$ cat config.mk
export PLATFORM = sky130hd
export DESIGN_NAME = sdc_cmd_issuer
export DESIGN_NICKNAME = d
export VERILOG_FILES = /design/src/rtl/sdc_pkg.sv /design/src/rtl/sdc_crc7.sv /design/src/rtl/sdc_frame_mux.sv /design/src/rtl/sdc_r1_judge.sv /design/src/rtl/sdc_cmd_issuer.sv
export SDC_FILE = /design/constraint.sdc
export NUM_CORES = 1
export LEC_CHECK = 0
export BUFFER_PORTS_ARGS = -buffer_cell sky130_fd_sc_hd__buf_2
export CAP_MARGIN = 40
export CELL_PAD_IN_SITES_DETAIL_PLACEMENT = 1
export CELL_PAD_IN_SITES_GLOBAL_PLACEMENT = 1
export CORE_ASPECT_RATIO = 0.9
export CORE_MARGIN = 5
export CORE_UTILIZATION = 42
export CTS_CLUSTER_SIZE = 24
export DETAILED_ROUTE_END_ITERATION = 8
export GPL_ROUTABILITY_DRIVEN = 0
export PLACE_DENSITY = 0.86
export SLEW_MARGIN = 20
export SYNTH_ARGS = -nofsm -noshare
export SYNTH_HDL_FRONTEND = slang
export SYNTH_HIERARCHICAL = 1
export SYNTH_SLANG_ARGS = --single-unit
$ cat constraint.sdc
create_clock -name clk -period 6.42 [get_ports clk]
set_input_delay 0.321 -clock clk [delete_from_list [all_inputs] [get_ports clk]]
set_output_delay 0.321 -clock clk [all_outputs]
set_load 0.02 [all_outputs]
$ cat src/rtl/sdc_pkg.sv
// Package: shared constants and types for the SD SPI-mode command issuer.
// Assumes byte-wide transfers to the shifter.
package sdc_pkg;
    localparam int BYTE_W   = 8;
    localparam int CRC_W    = 7;
    localparam logic [BYTE_W-1:0] IDLE_BYTE = 8'hFF;

    // Sequencer states
    typedef enum logic [1:0] {
        ST_IDLE  = 2'd0,
        ST_ISSUE = 2'd1,
        ST_WAIT  = 2'd2,
        ST_DONE  = 2'd3
    } sdc_state_e;

    // Reply classification
    typedef struct packed {
        logic nocard;
        logic crc;
        logic other;
    } sdc_verdict_t;
endpackage

$ cat src/rtl/sdc_crc7.sv
// Module: sdc_crc7
// Accumulates CRC7 (x^7+x^3+1, zero seed) over whole bytes. Each byte is
// folded in bit-serially, MSB first, in one cycle when feed is high.
// Assumes clear and feed are never high in the same cycle.
module sdc_crc7
    import sdc_pkg::*;
(
    input  logic              clk,
    input  logic              rst_n,
    input  logic              clear,
    input  logic              feed,
    input  logic [BYTE_W-1:0] din,
    output logic [CRC_W-1:0]  crc
);
    localparam logic [CRC_W-1:0] POLY = 7'h09;

    logic [CRC_W-1:0] crc_q;
    logic [CRC_W-1:0] crc_step;

    // Fold one byte, MSB first, into the running remainder
    always_comb begin
        crc_step = crc_q;
        for (int b = BYTE_W - 1; b >= 0; b--) begin
            if (crc_step[CRC_W-1] ^ din[b])
                crc_step = {crc_step[CRC_W-2:0], 1'b0} ^ POLY;
            else
                crc_step = {crc_step[CRC_W-2:0], 1'b0};
        end
    end

    // Remainder register: cleared per command, updated per fed byte
    always_ff @(posedge clk) begin
        if (!rst_n || clear)
            crc_q <= '0;
        else if (feed)
            crc_q <= crc_step;
    end

    assign crc = crc_q;

    p_clear_zero_r3: assert property (@(posedge clk) disable iff (!rst_n)
        clear |=> (crc == '0));
endmodule

$ cat src/rtl/sdc_frame_mux.sv
// Module: sdc_frame_mux
// Selects the command frame byte for a given position: filler, command
// byte, argument bytes MSB first, then the CRC byte. Purely combinational.
// Assumes sel stays within 0 .. ARG_W/8+2.
module sdc_frame_mux
    import sdc_pkg::*;
#(
    parameter int IDX_W = 6,
    parameter int ARG_W = 32,
    parameter int SEL_W = 3
) (
    input  logic [SEL_W-1:0]  sel,
    input  logic [IDX_W-1:0]  idx,
    input  logic [ARG_W-1:0]  arg,
    input  logic [CRC_W-1:0]  crc,
    output logic [BYTE_W-1:0] frame_byte
);
    localparam int ARG_BYTES = ARG_W / BYTE_W;

    logic [BYTE_W-1:0] arg_bytes [ARG_BYTES];
    logic [BYTE_W-1:0] cmd_byte;

    // Split the argument into bytes, most significant first
    for (genvar g = 0; g < ARG_BYTES; g++) begin : g_argb
        assign arg_bytes[g] = arg[ARG_W-1-BYTE_W*g -: BYTE_W];
    end

    // Command byte: start bit 0, transmit bit 1, then the index
    always_comb begin
        cmd_byte = '0;
        cmd_byte[BYTE_W-2] = 1'b1;
        cmd_byte[IDX_W-1:0] = idx;
    end

    // Position decode
    always_comb begin
        frame_byte = {crc, 1'b1};
        if (sel == '0)
            frame_byte = IDLE_BYTE;
        else if (sel == SEL_W'(1))
            frame_byte = cmd_byte;
        else begin
            for (int g = 0; g < ARG_BYTES; g++)
                if (int'(sel) == g + 2)
                    frame_byte = arg_bytes[g];
        end
    end
endmodule

$ cat src/rtl/sdc_r1_judge.sv
// Module: sdc_r1_judge
// Classifies a captured status byte into no-card, CRC error, other error.
// The flags are mutually exclusive. Combinational.
module sdc_r1_judge
    import sdc_pkg::*;
(
    input  logic [BYTE_W-1:0] r1,
    output sdc_verdict_t      verdict
);
    localparam int CRC_BIT = 3;

    // Priority: no card, then CRC error, then any non-idle bit
    always_comb begin
        verdict.nocard = (r1 == IDLE_BYTE);
        verdict.crc    = !verdict.nocard && r1[CRC_BIT];
        verdict.other  = !verdict.nocard && !r1[CRC_BIT] && (|r1[BYTE_W-1:1]);
    end
endmodule

$ cat src/rtl/sdc_cmd_issuer.sv
// Module: sdc_cmd_issuer (top)
// Sends one framed command through a byte-exchange shifter, then polls
// for the status reply and classifies it. Assumes the shifter answers each
// xfer_start with exactly one xfer_done, at least one cycle later.
module sdc_cmd_issuer
    import sdc_pkg::*;
#(
    parameter int IDX_W      = 6,
    parameter int ARG_W      = 32,
    parameter int POLL_LIMIT = 8
) (
    input  logic              clk,
    input  logic              rst_n,
    input  logic              cmd_go,
    input  logic [IDX_W-1:0]  cmd_idx,
    input  logic [ARG_W-1:0]  cmd_arg,
    output logic              busy,
    output logic              done,
    output logic [7:0]        r1_byte,
    output logic              err_nocard,
    output logic              err_crc,
    output logic              err_other,
    output logic [7:0]        xfer_tx,
    output logic              xfer_start,
    input  logic              xfer_done,
    input  logic [7:0]        xfer_rx
);
    localparam int ARG_BYTES = ARG_W / BYTE_W;
    localparam int FRAME_LEN = ARG_BYTES + 3;
    localparam int SEL_W     = $clog2(FRAME_LEN);
    localparam int PCNT_W    = (POLL_LIMIT > 1) ? $clog2(POLL_LIMIT) : 1;
    localparam logic [SEL_W-1:0]  LAST_SEL  = SEL_W'(FRAME_LEN - 1);
    localparam logic [PCNT_W-1:0] LAST_POLL = PCNT_W'(POLL_LIMIT - 1);

    sdc_state_e        state_q;
    logic [SEL_W-1:0]  sel_q;
    logic [PCNT_W-1:0] poll_q;
    logic              in_poll_q;
    logic [IDX_W-1:0]  idx_q;
    logic [ARG_W-1:0]  arg_q;
    logic [7:0]        r1_q;
    logic [CRC_W-1:0]  crc_val;
    logic [7:0]        frame_byte;
    logic              crc_feed;
    logic              crc_clear;
    logic              accept_go;
    logic              reply_ok;
    sdc_verdict_t      verdict;

    assign accept_go = (state_q == ST_IDLE) && cmd_go;
    assign crc_clear = accept_go;
    // Feed command and argument bytes as they are offered
    assign crc_feed  = (state_q == ST_ISSUE) && !in_poll_q &&
                       (sel_q != '0) && (sel_q != LAST_SEL);
    // Reply qualifies after the first poll when bit 7 is clear
    assign reply_ok  = (poll_q != '0) && !xfer_rx[7];

    sdc_crc7 i_crc (
        .clk   (clk),
        .rst_n (rst_n),
        .clear (crc_clear),
        .feed  (crc_feed),
        .din   (frame_byte),
        .crc   (crc_val)
    );

    sdc_frame_mux #(
        .IDX_W (IDX_W),
        .ARG_W (ARG_W),
        .SEL_W (SEL_W)
    ) i_mux (
        .sel        (sel_q),
        .idx        (idx_q),
        .arg        (arg_q),
        .crc        (crc_val),
        .frame_byte (frame_byte)
    );

    sdc_r1_judge i_judge (
        .r1      (r1_q),
        .verdict (verdict)
    );

    // Sequencer: frame bytes, then polls, then a done cycle
    always_ff @(posedge clk) begin
        if (!rst_n) begin
            state_q   <= ST_IDLE;
            sel_q     <= '0;
            poll_q    <= '0;
            in_poll_q <= 1'b0;
            idx_q     <= '0;
            arg_q     <= '0;
            r1_q      <= '0;
        end else begin
            case (state_q)
                ST_IDLE: begin
                    if (cmd_go) begin
                        idx_q     <= cmd_idx;
                        arg_q     <= cmd_arg;
                        sel_q     <= '0;
                        poll_q    <= '0;
                        in_poll_q <= 1'b0;
                        state_q   <= ST_ISSUE;
                    end
                end
                ST_ISSUE: state_q <= ST_WAIT;
                ST_WAIT: begin
                    if (xfer_done) begin
                        if (!in_poll_q) begin
                            if (sel_q == LAST_SEL)
                                in_poll_q <= 1'b1;
                            else
                                sel_q <= sel_q + 1'b1;
                            state_q <= ST_ISSUE;
                        end else if (reply_ok || poll_q == LAST_POLL) begin
                            r1_q    <= xfer_rx;
                            state_q <= ST_DONE;
                        end else begin
                            poll_q  <= poll_q + 1'b1;
                            state_q <= ST_ISSUE;
                        end
                    end
                end
                default: state_q <= ST_IDLE;
            endcase
        end
    end

    // Output drive
    always_comb begin
        busy       = (state_q != ST_IDLE);
        done       = (state_q == ST_DONE);
        xfer_start = (state_q == ST_ISSUE);
        xfer_tx    = in_poll_q ? IDLE_BYTE : frame_byte;
        r1_byte    = r1_q;
        err_nocard = verdict.nocard;
        err_crc    = verdict.crc;
        err_other  = verdict.other;
    end

    p_done_single_r9: assert property (@(posedge clk) disable iff (!rst_n)
        done |=> (!done && !busy));
    p_busy_needs_done_r9: assert property (@(posedge clk) disable iff (!rst_n)
        (busy && !done) |=> busy);
    p_go_busy_r9: assert property (@(posedge clk) disable iff (!rst_n)
        (cmd_go && !busy) |=> busy);
    p_start_gap_r4: assert property (@(posedge clk) disable iff (!rst_n)
        xfer_start |=> !xfer_start);
    p_tx_hold_r1: assert property (@(posedge clk) disable iff (!rst_n)
        xfer_start |=> $stable(xfer_tx));
    p_nocard_r6: assert property (@(posedge clk) disable iff (!rst_n)
        (done && err_nocard) |-> (r1_byte == 8'hFF));
    p_crc_flag_r7: assert property (@(posedge clk) disable iff (!rst_n)
        (done && err_crc) |-> (r1_byte[3] && !err_other));
endmodule

After elaboration in Yosys (flattened, before gate mapping)
Cells that the tools add are included.

word-level totals
  register bits after elaboration = 62
  logic and storage cells = 106
  output and inout bits = 22
  input port bits = 50

operators by class
  $add $sub $neg = 2
  reductions and logical operators = 28
  eq/ne operators = 18
  mux-type cells = 34
  bitwise gates (word level) = 16

operator list
  cell                   number
  $mux W8                7
  $mux W4                8
  $mux W3                7
  $eq A3 B3 Y1 const B   6
  $not A2 Y2             8
  $ne A2 B2 Y1 const B   6
  $pmux W3 S2            2
  $reduce_and A5 Y1      2
  $eq A8 B8 Y1 const B   1
  $logic_and A1 B1 Y1    8
  $mux W2                4
  $xor A1 B1 Y1          8
  $reduce_or A7 Y1       1
  $add A3 B1 Y3 const B  2
  $pmux W2 S3            1
  $reduce_bool A3 Y1     2
  $logic_not A1 Y1       5
  $eq A2 B2 Y1 const B   2
  $mux W1                4
  $reduce_and A2 Y1      2
  $reduce_and A4 Y1      1
  $reduce_bool A2 Y1     2
  $eq A3 B1 Y1 const B   1
  $logic_not A3 Y1       1
  6 further kinds        7

Depth between registers and ports, before layout
  depth after elaboration = 23
  gate-level depth with buffers = 10
  mapped depth without buffers = 8

By module
The synthesis kept the hierarchy.

by module, submodules not included
  module          instances  area an instance (sq um)  cells an instance
  sdc_cmd_issuer  1          2,227.1                   272
  sdc_frame_mux   1          513.0                     83
  sdc_crc7        1          446.7                     45
  sdc_r1_judge    1          42.5                      8

Least setup slack after synthesis
No wires, ideal clock.

  kind = flip-flop to flip-flop
  start point = reg sel_q[0]
  end point = reg i_crc.crc_q[6], in the netlist i_crc/crc[6]
  setup slack = 4.256 ns
  stages on the path, launching flop included = 11
  data required time = 6.360 ns
  arrival = 2.104 ns
  setup time = 0.060 ns
  path buffers = 2
  path through = dfxtp_1 > buf_2 > or2_1 > buf_6 > nand2_1 > a22o_1 > o22ai_1 > xor2_2 > xnor3_1 > a211o_1 > nand2_1

RTL lines
  element                 line                   text
  start, declared         sdc_cmd_issuer.sv:36   logic [SEL_W-1:0] sel_q;
  start signal, assigned  sdc_cmd_issuer.sv:113  sel_q <= sel_q + 1'b1;
  $eq A3 B3 Y1            sdc_frame_mux.sv:44    if (int'(sel) == g + 2)
  $mux W8 (4 in a row)    sdc_frame_mux.sv:44
  $mux W8                 sdc_frame_mux.sv:40    else if (sel == SEL_W'(1))
  $mux W8 (*)             sdc_frame_mux.sv:38    if (sel == '0)
  via frame_byte[3]       sdc_cmd_issuer.sv:43   logic [7:0] frame_byte;
  $xor A1 B1 Y1 (*)       sdc_crc7.sv:24         if (crc_step[CRC_W-1] ^ din[b])
  $mux W4 (*)             sdc_crc7.sv:24
  end signal, assigned    sdc_crc7.sv:36         crc_q <= crc_step;
  end, declared           sdc_crc7.sv:17         logic [CRC_W-1:0] crc_q;

The timed path passes the listed nets; every way through them passes the cells marked *.
A chain may end at the register's enable or synchronous reset.

Final worst setup path
  start point = reg sel_q[0]
  end point = out xfer_tx[4]

between the ends
  word-level cells in the longest chain between the ends = 8

RTL lines
  element               line                   text
  $eq A3 B3 Y1          sdc_frame_mux.sv:44
  $mux W8 (4 in a row)  sdc_frame_mux.sv:44
  $mux W8               sdc_frame_mux.sv:40
  $mux W8 (*)           sdc_frame_mux.sv:38
  via frame_byte[4]     sdc_cmd_issuer.sv:43
  $mux W8 (*)           sdc_cmd_issuer.sv:134  xfer_tx = in_poll_q ? IDLE_BYTE : frame_byte;
  end, declared         sdc_cmd_issuer.sv:23   output logic [7:0] xfer_tx,

Marks and branches as above.

==> run_results.csv <==
group,metric,value,unit
sta,clock_skew,0.00722,ns
route,num_vias,2940,
yosys,synth_warnings,6,
sta,hold_violations,0,
cts,cts_tree,"yes",
yosys,synth_area,0.00323,mm²
cts,cts_made_buffers,9,
power_and_ir_drop,p_per_area,221,mW/mm²
die,fp.dieW,102,µm
cts,clk_pin_slew,0.07,ns
sta,finalMaxSlewViolations,0,
finish,final_area,0.00377,mm²
route,vias_per_cell,5.18,
critical_path,path_max_fanout,17,
power_and_ir_drop,ir_drop,102,µV
cts,cts_hold_buffers,0,
global_routing,grt_pass1_vias,2951,
critical_path,r2r_end,"i_crc/crc[6]",
route,drc,0,
sta,setup_viol,0,
outcome,outcome,"finished clean",
yosys,yosysUniqueCellTypes,45,
power_and_ir_drop,switching_share,26.8,%
finish,fillers,965,
place,port_buffers,71,
yosys,syn_inst,408,
sta,tightest_slew,0.795,ns
power_and_ir_drop,p_total,835,µW
power_and_ir_drop,p_sw,224,µW
power_and_ir_drop,cellLeakagePower,1.50,nW
place,placedCellCount,552,
sta,min_period,2.90,ns
place,placed_cell_area,0.00358,mm²
critical_path,endpoint,"xfer_tx[4]",
critical_path,worstPathCellList,"buf_4 -> or2_1 -> nand2_1 -> a22o_1 -> o22ai_1 -> or2_2 -> buf_2",
global_routing,grt_pass1_wl,14600,µm
worst_hold_path,min_path_type,"in -> reg",
sta,hold_ws,0.223,ns
sta,period_share,45.2,%
cts,clock_path_buffers,2,
global_routing,grt_overflow,0,
sta,rsz0062_at_grt,"false",
cts,post_cts_buffers,0,
place,place_ws,3.54,ns
finish,post-route-util,50.3,%
yosys,yosysTopAreaCell,"dfxtp_1",
power_and_ir_drop,pwr-share-seq,49.4,%
critical_path,cp.required,6.10,ns
route,drtIter0Drc,116,
place,hpwl,6680,µm
route,drt-total-wl,8950,µm
yosys,synth-seq-area-share,38.4,%
global_routing,antenna_found_initial,0,
critical_path,cp-start-kind,"flip-flop",
yosys,synth_edf_count,0,
power_and_ir_drop,combinationalPowerShare,10.4,%
cts,cts-htree-levels,3,
finish,drive_above_1_share,22.5,%
global_routing,grt_max_degree,43,
route,final_antenna_net_count,0,
finish,syn_to_final_growth,16.9,%
critical_path,r2r_start,"sel_q[0]",
die,start_util,43.0,%
die,placementRows,30,
yosys,syn-num-nets,464,
sta,tns,0,ns
sta,final.setup.worst_slack,3.52,ns
die,core,0.00751,mm²
yosys,async_flop_share,0,%
power_and_ir_drop,p_clk_share,40.2,%
sta,fmax,0.344,GHz
critical_path,r2r_cells,9,
critical_path,critPathMaxStageDelay,0.61,ns
yosys,avgSynthCellArea,7.92,µm²
critical_path,end_kind,"output port",
finish,nets,523,
yosys,synth.top_cell.area_share,38.4,%
yosys,synth_area_leaders,"dfxtp_1 38%, nand2_1 14%, a21oi_1 7.9%",
cts,cts_resized,0,
global_routing,track_usage,19.3,%
critical_path,rrSetupSlack,3.52,ns
cts,clk_latency,0.33,ns
route,wire_per_inst,15.8,µm
critical_path,cp_slowest_cell,"dfxtp_1",
cts,clock-sinks,62,
die,die_area,0.00954,mm²
yosys,yosys_register_bits,62,
critical_path,worstPathArrival,2.58,ns
critical_path,crit_type,"reg -> out",
die,die_y,93.2,µm
die,boundaryPins,72,
finish,finalNonFillerCells,568,
route,first_pass_iters,4,
yosys,synth-main-ff-cell,"dfxtp_1",
cts,cts-root-buf,"clkbuf_8",
finish,diodes,0,
run,drv_cap,0,
power_and_ir_drop,p_int,612,µW
critical_path,crit_start,"sel_q[0]",
sta,maxSlewHeadroom,47.0,%
==> synthesized netlist by cell type, types with 2 or more instances <==
cell      count
a211oi_1      3
o21ai_1       3
ha_1          6
nor2b_1       2
xor2_1        2
buf_4         5
a22o_1        8
a21oi_1      51
and3_1        2
o22ai_1       8
xnor3_1       2
inv_1        12
clkbuf_1     13
nor3_1        3
nand2b_1      6
buf_2         6
dfxtp_1      62
nand2_1     118
nand3_1       5
nand4_1       3
nor2b_4       2
xnor2_1      10
mux2i_1      25
a211o_1       2
nor2_1       14
o21ai_0       7
buf_6         3
or2_2         8
==> worst min-delay path by stage <==
stage	startpoint	to	slack, ns	cells past startpoint
floorplan	arg_q[30]	arg_q[30]	0.43	2
global placement	arg_q[18]	arg_q[18]	0.44	2
detailed placement	arg_q[22]	arg_q[22]	0.45	2
CTS	cmd_arg[26]	arg_q[26]	0.22	3
global route	cmd_arg[3]	arg_q[3]	0.22	3
finish	cmd_arg[13]	arg_q[13]	0.22	3
==> placed cells by master (no fill, tap or decap), types with 2 or more instances in the layout <==
cell type	Yosys	layout
and3_1	2	2
nand2b_1	6	6
nor2b_4	2	2
a211oi_1	3	3
xor2_1	2	2
o21ai_0	7	7
nand2_1	118	118
or2_2	8	8
nor2b_1	2	2
clkbuf_8	0	9
mux2i_1	25	25
o22ai_1	8	8
buf_4	5	4
o21ai_1	3	3
buf_2	6	71
nor3_1	3	3
ha_1	6	6
a22o_1	8	8
a21oi_1	51	51
a211o_1	2	2
inv_1	12	12
xnor3_1	2	2
nand3_1	5	5
dfxtp_1	62	62
clkinvlp_4	0	2
nor2_1	14	14
clkinv_2	0	4
xnor2_1	10	10
nand4_1	3	3
==> critical path, delay by kind of cell (launching register included) <==
kind                   cells  cell delay [ns]
and+or+nand+nor            3             0.56
DFF                        1             0.61
AOI/OAI and AO/OA          2             0.59
buffers and inverters      2             0.49
==> registers in the layout, summed over array words and instances (netlist names) <==
register / count
arg_q: 32
i_crc/crc: 7
idx_q: 6
in_poll_q: 1
poll_q: 3
r1_byte: 8
sel_q: 3
state_q: 2
==> final cells by class <==
type / instances / area [µm²] / share of cell area [%]
tap: 96 / 120 / 3.18
sequential: 62 / 1240 / 32.9
multi-input combinational: 305 / 1790 / 47.3
timing repair buffer: 75 / 385 / 10.2
inverter: 14 / 52.6 / 1.39
clock buffer: 9 / 124 / 3.28
clock inverter: 7 / 65.1 / 1.72
==> metal layers <==
layer,global-route usage [%],vias up,share of wire [%]
met3,3.36,8,3.9
met2,29.9,59,47
li1,-,1476,-
met1,27.5,1397,48
met4,5.14,0,0.98
met5,0,-,0
==> cell families after synthesis <==
kind of cell,share of synthesized area [%]
buffers and inverters,6.28
adder cells (fa/ha/maj),2.32
flip-flops,38.4
XOR/XNOR,5.89
multiplexers,8.45
AO/OA/AOI/OAI,15.7
AND/OR/NAND/NOR,22.9
==> power groups by stage <==
stage	Sequential (mW)	Combinational [mW]	Clock, mW
after floorplan	0.416	0.0581	0
final	0.413	0.0867	0.336
after CTS	0.413	0.0875	0.342
after global placement	0.421	0.0830	0
after detailed placement	0.421	0.0867	0
after global routing	0.415	0.0972	0.363
No activity file was read; power rests on OpenSTA's default activity.
